**config.mk**
```make
export PLATFORM = sky130hd
export DESIGN_NAME = clksel_ctrl
export DESIGN_NICKNAME = d
export VERILOG_FILES = /design/src/rtl/clksel_pkg.sv /design/src/rtl/clksel_cfg_reg.sv /design/src/rtl/clksel_switch_track.sv /design/src/rtl/clksel_stab_timer.sv /design/src/rtl/clksel_ctrl.sv
export SDC_FILE = /design/constraint.sdc
export NUM_CORES = 1
export LEC_CHECK = 0
export CAP_MARGIN = 10
export CORE_AREA = 2 2 63 59
export DETAILED_ROUTE_END_ITERATION = 6
export DIE_AREA = 0 0 65 61
export PLACE_DENSITY = 0.8
export SLEW_MARGIN = 20
export SYNTH_ARGS = -nofsm -noshare
export SYNTH_HDL_FRONTEND = slang
export SYNTH_SLANG_ARGS = --single-unit
```
**constraint.sdc**
```tcl
create_clock -name clk -period 2.1 [get_ports clk]
set_input_delay 0.42 -clock clk [delete_from_list [all_inputs] [get_ports clk]]
set_output_delay 0.42 -clock clk [all_outputs]
set_load 0.02 [all_outputs]
```
**src/rtl/clksel_pkg.sv**
```systemverilog
package clksel_pkg;

    typedef struct packed {
        logic       req_main;
        logic [1:0] wsel;
        logic [1:0] mult;
    } cfg_t;

    localparam logic [1:0] WSEL_NONE  = 2'b00;
    localparam cfg_t       CFG_RESET  = '{req_main: 1'b1, wsel: 2'b11, mult: 2'b00};

endpackage

```
**src/rtl/clksel_cfg_reg.sv**
```systemverilog
module clksel_cfg_reg
    import clksel_pkg::*;
(
    input  logic       clk,
    input  logic       rst_n,
    input  logic       wr_en,
    input  logic [7:0] wr_data,
    input  logic       main_active,
    output cfg_t       cfg
);

    cfg_t cfg_d, cfg_q;

    always_comb begin
        cfg_d = cfg_q;
        if (wr_en) begin
            cfg_d.req_main = wr_data[2];
            cfg_d.wsel     = wr_data[5:4];
            // multiplier frozen while PLL drives the machine clock
            if (main_active) begin
                cfg_d.mult = wr_data[1:0];
            end
        end
    end

    always_ff @(posedge clk or negedge rst_n) begin
        if (!rst_n) begin
            cfg_q <= CFG_RESET;
        end else begin
            cfg_q <= cfg_d;
        end
    end

    assign cfg = cfg_q;

endmodule

```
**src/rtl/clksel_switch_track.sv**
```systemverilog
module clksel_switch_track (
    input  logic clk,
    input  logic rst_n,
    input  logic req_main,
    input  logic pll_ready,
    output logic main_active
);

    logic act_d, act_q;

    always_comb begin
        act_d = act_q;
        if (req_main) begin
            act_d = 1'b1;
        end else if (act_q && pll_ready) begin
            act_d = 1'b0;
        end
    end

    always_ff @(posedge clk or negedge rst_n) begin
        if (!rst_n) begin
            act_q <= 1'b1;
        end else begin
            act_q <= act_d;
        end
    end

    assign main_active = act_q;

endmodule

```
**src/rtl/clksel_stab_timer.sv**
```systemverilog
module clksel_stab_timer
    import clksel_pkg::*;
#(
    parameter int WAIT_EXP1 = 13,
    parameter int WAIT_EXP2 = 15,
    parameter int WAIT_EXP3 = 17
) (
    input  logic       clk,
    input  logic       rst_n,
    input  logic       wake_req,
    input  logic [1:0] wsel,
    output logic       done
);

    localparam int CW = WAIT_EXP3;
    localparam logic [CW-1:0] LAST1 = {CW{1'b1}} >> (WAIT_EXP3 - WAIT_EXP1);
    localparam logic [CW-1:0] LAST2 = {CW{1'b1}} >> (WAIT_EXP3 - WAIT_EXP2);
    localparam logic [CW-1:0] LAST3 = {CW{1'b1}};

    typedef struct packed {
        logic          done;
        logic [CW-1:0] cnt;
    } tmr_t;

    tmr_t st_d, st_q;
    logic [CW-1:0] load_val;

    always_comb begin
        unique case (wsel)
            2'b01:   load_val = LAST1;
            2'b10:   load_val = LAST2;
            2'b11:   load_val = LAST3;
            default: load_val = '0;
        endcase
    end

    always_comb begin
        st_d = st_q;
        if (wake_req) begin
            st_d.cnt  = load_val;
            st_d.done = (wsel == WSEL_NONE);
        end else if (!st_q.done) begin
            if (st_q.cnt == '0) begin
                st_d.done = 1'b1;
            end else begin
                st_d.cnt = st_q.cnt - 1'b1;
            end
        end
    end

    always_ff @(posedge clk or negedge rst_n) begin
        if (!rst_n) begin
            st_q <= '{done: 1'b1, cnt: '0};
        end else begin
            st_q <= st_d;
        end
    end

    assign done = st_q.done;

endmodule

```
**src/rtl/clksel_ctrl.sv**
```systemverilog
module clksel_ctrl
    import clksel_pkg::*;
#(
    parameter int WAIT_EXP1 = 13,
    parameter int WAIT_EXP2 = 15,
    parameter int WAIT_EXP3 = 17
) (
    input  logic       clk,
    input  logic       rst_n,
    input  logic       wr_en,
    input  logic [7:0] wr_data,
    output logic [7:0] rd_data,
    input  logic       wake_req,
    input  logic       pll_ready,
    output logic       use_main,
    output logic [1:0] mult_code,
    output logic       stab_done
);

    cfg_t cfg;
    logic main_active;

    clksel_cfg_reg u_cfg (
        .clk        (clk),
        .rst_n      (rst_n),
        .wr_en      (wr_en),
        .wr_data    (wr_data),
        .main_active(main_active),
        .cfg        (cfg)
    );

    clksel_switch_track u_track (
        .clk        (clk),
        .rst_n      (rst_n),
        .req_main   (cfg.req_main),
        .pll_ready  (pll_ready),
        .main_active(main_active)
    );

    clksel_stab_timer #(
        .WAIT_EXP1(WAIT_EXP1),
        .WAIT_EXP2(WAIT_EXP2),
        .WAIT_EXP3(WAIT_EXP3)
    ) u_timer (
        .clk     (clk),
        .rst_n   (rst_n),
        .wake_req(wake_req),
        .wsel    (cfg.wsel),
        .done    (stab_done)
    );

    assign rd_data   = {1'b1, main_active, cfg.wsel, 1'b1, cfg.req_main, cfg.mult};
    assign use_main  = main_active;
    assign mult_code = cfg.mult;

endmodule

```
* Word level (Yosys, flattened, before mapping) *
Cells that the tools add are included.

cells by class
  eq/ne operators = 5
  add/sub/neg operators = 1
  mux-type cells = 7
  reductions and logical operators = 6

operator list
  operator                                                              number
  17-bit one-hot mux with 3 select lines                                1
  18-bit 2-to-1 mux                                                     2
  17-bit logical NOT                                                    1
  17-bit 2-to-1 mux                                                     1
  17-bit by 1-bit subtractor with 17-bit output, second input constant  1
  2-bit == test, second input constant                                  2
  2-bit inequality test, second input constant                          2
  2-bit AND reduction                                                   2
  1-bit 2-to-1 mux                                                      3
  2-bit by 1-bit == test with 1-bit output, second input constant       1
  2-bit logical NOT                                                     1
  2-bit nonzero test                                                    1
  1-bit logical AND                                                     1

storage, ports and cells
  flip-flop bits (word level) = 24
  input port bits = 13

* Depth between registers and ports, before layout *
  depth in word-level cells = 4
  gate-level depth with buffers = 7
  mapped depth without buffers = 6

* By module *
Synthesis repeated with hierarchy kept, for this count alone.

unflattened totals
  cells, all modules = 144
  area total of the unflattened synthesis = 1362.6 µm²

by module, submodules not included
  module               area each (µm²)  times used  cells each  seq. area each (µm²)
  clksel_stab_timer    1084.8           1           124         451.7
  clksel_cfg_reg       198.9            1           11          128.9
  clksel_ctrl          41.3             1           6           0.0
  clksel_switch_track  37.5             1           3           26.3

* Worst setup path after synthesis *
Ideal clock, no wire load.

  path type = register to register
  from = register u_timer.st_q[0] (netlist bit)
  to = register u_timer.st_q[11] (netlist bit)
  slack = -23 ps
  cell stages (with the launch flop) = 8
  path buffers = 1
  required time = 1949 ps
  arrival = 1972 ps
  cells stage by stage = dfrtp_1 -> inv_1 -> ha_1 -> or3b_2 -> or4_4 -> buf_6 -> a311oi_1 -> nor3_1

between the ends
  longest elaborated chain between the ends = 4
  elaborated cells between the ends (all ways) = 7
  classes of those cells = add/sub: 1; eq/ne: 1; mux: 3; reduce/logical: 2

ends and longest elaborated chain
  item                                           RTL line                 source
  start: declaration                             clksel_stab_timer.sv:25  tmr_t st_d, st_q;
  start signal: assignment                       clksel_stab_timer.sv:53  st_q <= '{done: 1'b1, cnt: '0};
  start signal: assignment                       clksel_stab_timer.sv:55  st_q <= st_d;
  17-bit by 1-bit subtractor with 17-bit output  clksel_stab_timer.sv:46  st_d.cnt = st_q.cnt - 1'b1;
  17-bit 2-to-1 mux                              clksel_stab_timer.sv:43  if (st_q.cnt == '0) begin
  18-bit 2-to-1 mux                              clksel_stab_timer.sv:42  end else if (!st_q.done) begin
  18-bit 2-to-1 mux                              clksel_stab_timer.sv:39  if (wake_req) begin

Parallel ways exist; a longest one is shown, timed or not. The select of a mux whose other input is x is not followed.
A chain may end at the register's enable or synchronous reset.

* Worst setup path after layout *
  from = register u_timer.st_q[11] (netlist bit)
  to = register u_timer.st_q[0] (netlist bit)

between the ends
  longest elaborated chain between the ends = 3

ends and longest elaborated chain
  item                                    RTL line
  17-bit logical NOT                      clksel_stab_timer.sv:43
  2-bit inequality test (no source line)  n/a
  2-bit AND reduction (no source line)    n/a

No other way between the ends.

==> impl_metrics.tcl <==
set metrics [dict create \
    ant_nets 0 \
    ctsLongestPathBuffers 2 \
    routed_wl_um 3890 \
    ys_ff_latch 24 \
    yosys.area_share.adder 0.00845 \
    io_buffers 19 \
    maxSlewViolCount 0 \
    setup_tns_ns 0 \
    clock_sinks 24 \
    numCtsBuffers 3 \
    dr.pass1.iters 4 \
    dieArea_mm2 0.00397 \
    report.power.total_w 0.00128 \
    power.density_mw_per_mm2 692 \
    finalNonFillerCells 229 \
    grt_usage 0.207 \
    drc_errors 0 \
    synthFlopType "dfrtp_1" \
    vdd_drop_max_v 0.000261 \
    status "complete, no violations" \
    p_switching_w 0.000426 \
    area_delta_synth_final_pct 24.9 \
    grt_first_pass_wirelength_um 6290 \
    drive_above_1_share 0.243 \
    path_max_fanout 5 \
    core_area_mm2 0.00328 \
    netlist_area_mm2 0.00148 \
    cp_data_required_time_ns 2.26 \
    postLayoutCoreUtil 0.564 \
    start_util 0.452 \
    cp-end-kind "flip-flop" \
    seqPwrFrac 0.483 \
    whs_ns 0.502 \
    viasPerCell 6.18 \
    swShare 0.333 \
    synth_compound_area_frac 0.203 \
    multi_input_area_um2 798 \
    slew_headroom 0.536 \
    antenna_cells 0 \
    cts_tree "yes" \
    nNetsFinal 200 \
    grt_max_degree 25 \
    ys_warn_count 0 \
    crit_start "u_timer.st_q[11]" \
    gr-total-overflow 0 \
    die_w_um 65 \
    combPwrFrac 0.290 \
    grt_pass1_vias 1331 \
    clkTransAtPathRegs_ns 0.09 \
    io_pins 25 \
    rsz0062_at_grt "true" \
    crit_type "reg -> reg" \
    ctsRootBufferMaster "clkbuf_8" \
    rows 20 \
    cp.arrival_ns 2.23 \
    cap_violations 0 \
    r2r_start "u_timer.st_q[11]" \
    synthCells 154 \
    chipHeight_um 61 \
    hold_path_class "in -> async" \
    async_flop_share 1.00 \
    dp.cells 223 \
    fmax_mhz 484 \
    clk_latency_ns 0.27 \
    num_vias 1415 \
    syn_avg_cell_area_um2 9.61 \
    final_hold_viol_count 0 \
    synth.area.mux_share 0.0448 \
    synth_edf_count 0 \
    clock_skew_ns 0.00628 \
    ys_seq_area_frac 0.410 \
    wl_per_cell_um 17.0 \
    final.period_utilization 0.984 \
    dp_hpwl_um 2750 \
    synth-simple-area-share 0.246 \
    gp_congestion 0.953 \
    dr.first_iter.drc_count 182 \
    synth_top_family_by_area "simple AND/OR/NAND/NOR gates" \
    synth-xor-area-share 0.00592 \
    worst_slew_pin_slew_ns 0.689 \
    leakagePower_nw 0.694 \
    antenna_found_initial 0 \
    intPower_w 0.000853 \
    clkPwrFrac 0.227 \
    htree_levels 1 \
    min_period_ns 2.07 \
    start_kind "flip-flop" \
    fillers 283 \
    netlist-cell-type-count 56 \
    regArea_um2 607 \
    setup-violations-final 0 \
]
==> what timing repair did <==
item	CTS	global route
hold buffers	0	0
buffers inserted	0	1
setup endpoints to repair	0	6
gates resized for setup	0	7
==> critical path, stage by stage (launching register included) <==
cell and delay [ns]:
dfrtp_1 0.39, or4_4 0.58, or4_4 0.56, o41ai_2 0.36
a31oi_1 0.06
==> layout by cell type, fill, tap and decap left out, types with 2 or more instances in the layout <==
cell,instances
nor2_1,12
buf_4,17
dfrtp_1,19
nor3_1,5
a2111oi_0,2
nor4b_2,2
o21ai_0,5
or4_1,2
nor4_1,5
a21oi_1,5
nand4_1,2
clkdlybuf4s50_1,19
a31oi_1,8
nand2_1,12
a211oi_1,2
dfstp_2,5
or3_1,2
o31ai_1,2
nor3b_1,2
or4_4,3
o211ai_1,2
clkbuf_8,3
inv_1,4
inv_2,2
nand3_1,5
mux2_2,5
conb_1,2
==> state kept, by name (all words and copies together), names as in the netlist <==
register and flops:
u_timer.st_q 17, u_cfg.cfg 5, u_timer.done 1, u_track.main_active 1
==> synthesized netlist by cell type (2+ instances only) <==
master / count / share of area
dfrtp_1: 19 / 0.32
nand2_1: 12 / 0.030
nor4_1: 5 / 0.021
or4_1: 2 / 0.010
o211ai_1: 2 / 0.010
a311oi_1: 2 / 0.012
or4_4: 2 / 0.015
o21ai_0: 5 / 0.017
a211oi_1: 2 / 0.010
a21oi_1: 5 / 0.017
nor3b_1: 2 / 0.010
mux2_2: 5 / 0.038
dfstp_2: 5 / 0.089
nor3_1: 5 / 0.017
clkbuf_8: 2 / 0.019
inv_1: 6 / 0.015
o31ai_1: 2 / 0.010
nand3_1: 5 / 0.017
nor4b_1: 2 / 0.012
a2111oi_0: 2 / 0.012
a31oi_1: 8 / 0.034
clkbuf_1: 2 / 0.0051
buf_4: 6 / 0.030
nand4_1: 2 / 0.0085
or3_1: 2 / 0.0085
nor2_1: 12 / 0.030
==> worst paths after layout <==
kind	cells after the start	slack, ns	end
min in group clk	1	0.52	u_track.main_active
min	2	0.50	u_timer.st_q[0]
max reg2reg	4	0.03	u_timer.st_q[0]
max in group asynchronous	2	1.31	u_track.main_active
max	4	0.03	u_timer.st_q[0]
min reg2reg	1	0.52	u_track.main_active
==> layer usage <==
| layer | wire length [µm] | part of all wire | track usage |
|---|---|---|---|
| met5 | 0 | 0 | 0 |
| met4 | 87 | 0.022 | 0.103 |
| met3 | 291 | 0.075 | 0.0260 |
| met2 | 1900 | 0.49 | 0.348 |
| met1 | 1610 | 0.41 | 0.269 |
==> stage by stage <==
| step | instance area [µm²] | setup slack, ns |
|---|---|---|
| 6_report | 1850 | 0.0329 |
| 3_5_place_dp | 1760 | 0.0363 |
| 5_1_grt | 1850 | -0.0230 |
| 2_1_floorplan | 1490 | 0.0825 |
| 3_3_place_gp | 1760 | 0.0384 |
| 4_1_cts | 1810 | 0.0163 |
==> cells by family after synthesis <==
group | Yosys count
adder cells (fa/ha/maj) | 1
AO/OA/AOI/OAI | 41
buffers and inverters | 18
AND/OR/NAND/NOR | 62
flip-flops | 24
multiplexers | 6
other | 1
XOR/XNOR | 1
==> power by group through the flow <==
| stage | Combinational [W] | Sequential, W | Clock [W] |
|---|---|---|---|
| after global routing | 0.000400 | 0.000628 | 0.000308 |
| after detailed placement | 0.000350 | 0.000622 | 0 |
| final | 0.000371 | 0.000618 | 0.000290 |
| after global placement | 0.000342 | 0.000613 | 0 |
| after CTS | 0.000352 | 0.000613 | 0.000294 |
| after floorplan | 0.000196 | 0.000625 | 0 |
==> final cells by class <==
cell class,count,share of cell area
well taps,44,0.0298
inverters,7,0.0142
clock buffers,4,0.0244
multi-input cells,114,0.432
flip-flops and latches,24,0.328
repair buffers,36,0.172
Note: power is estimated with default switching activity, not from simulation.
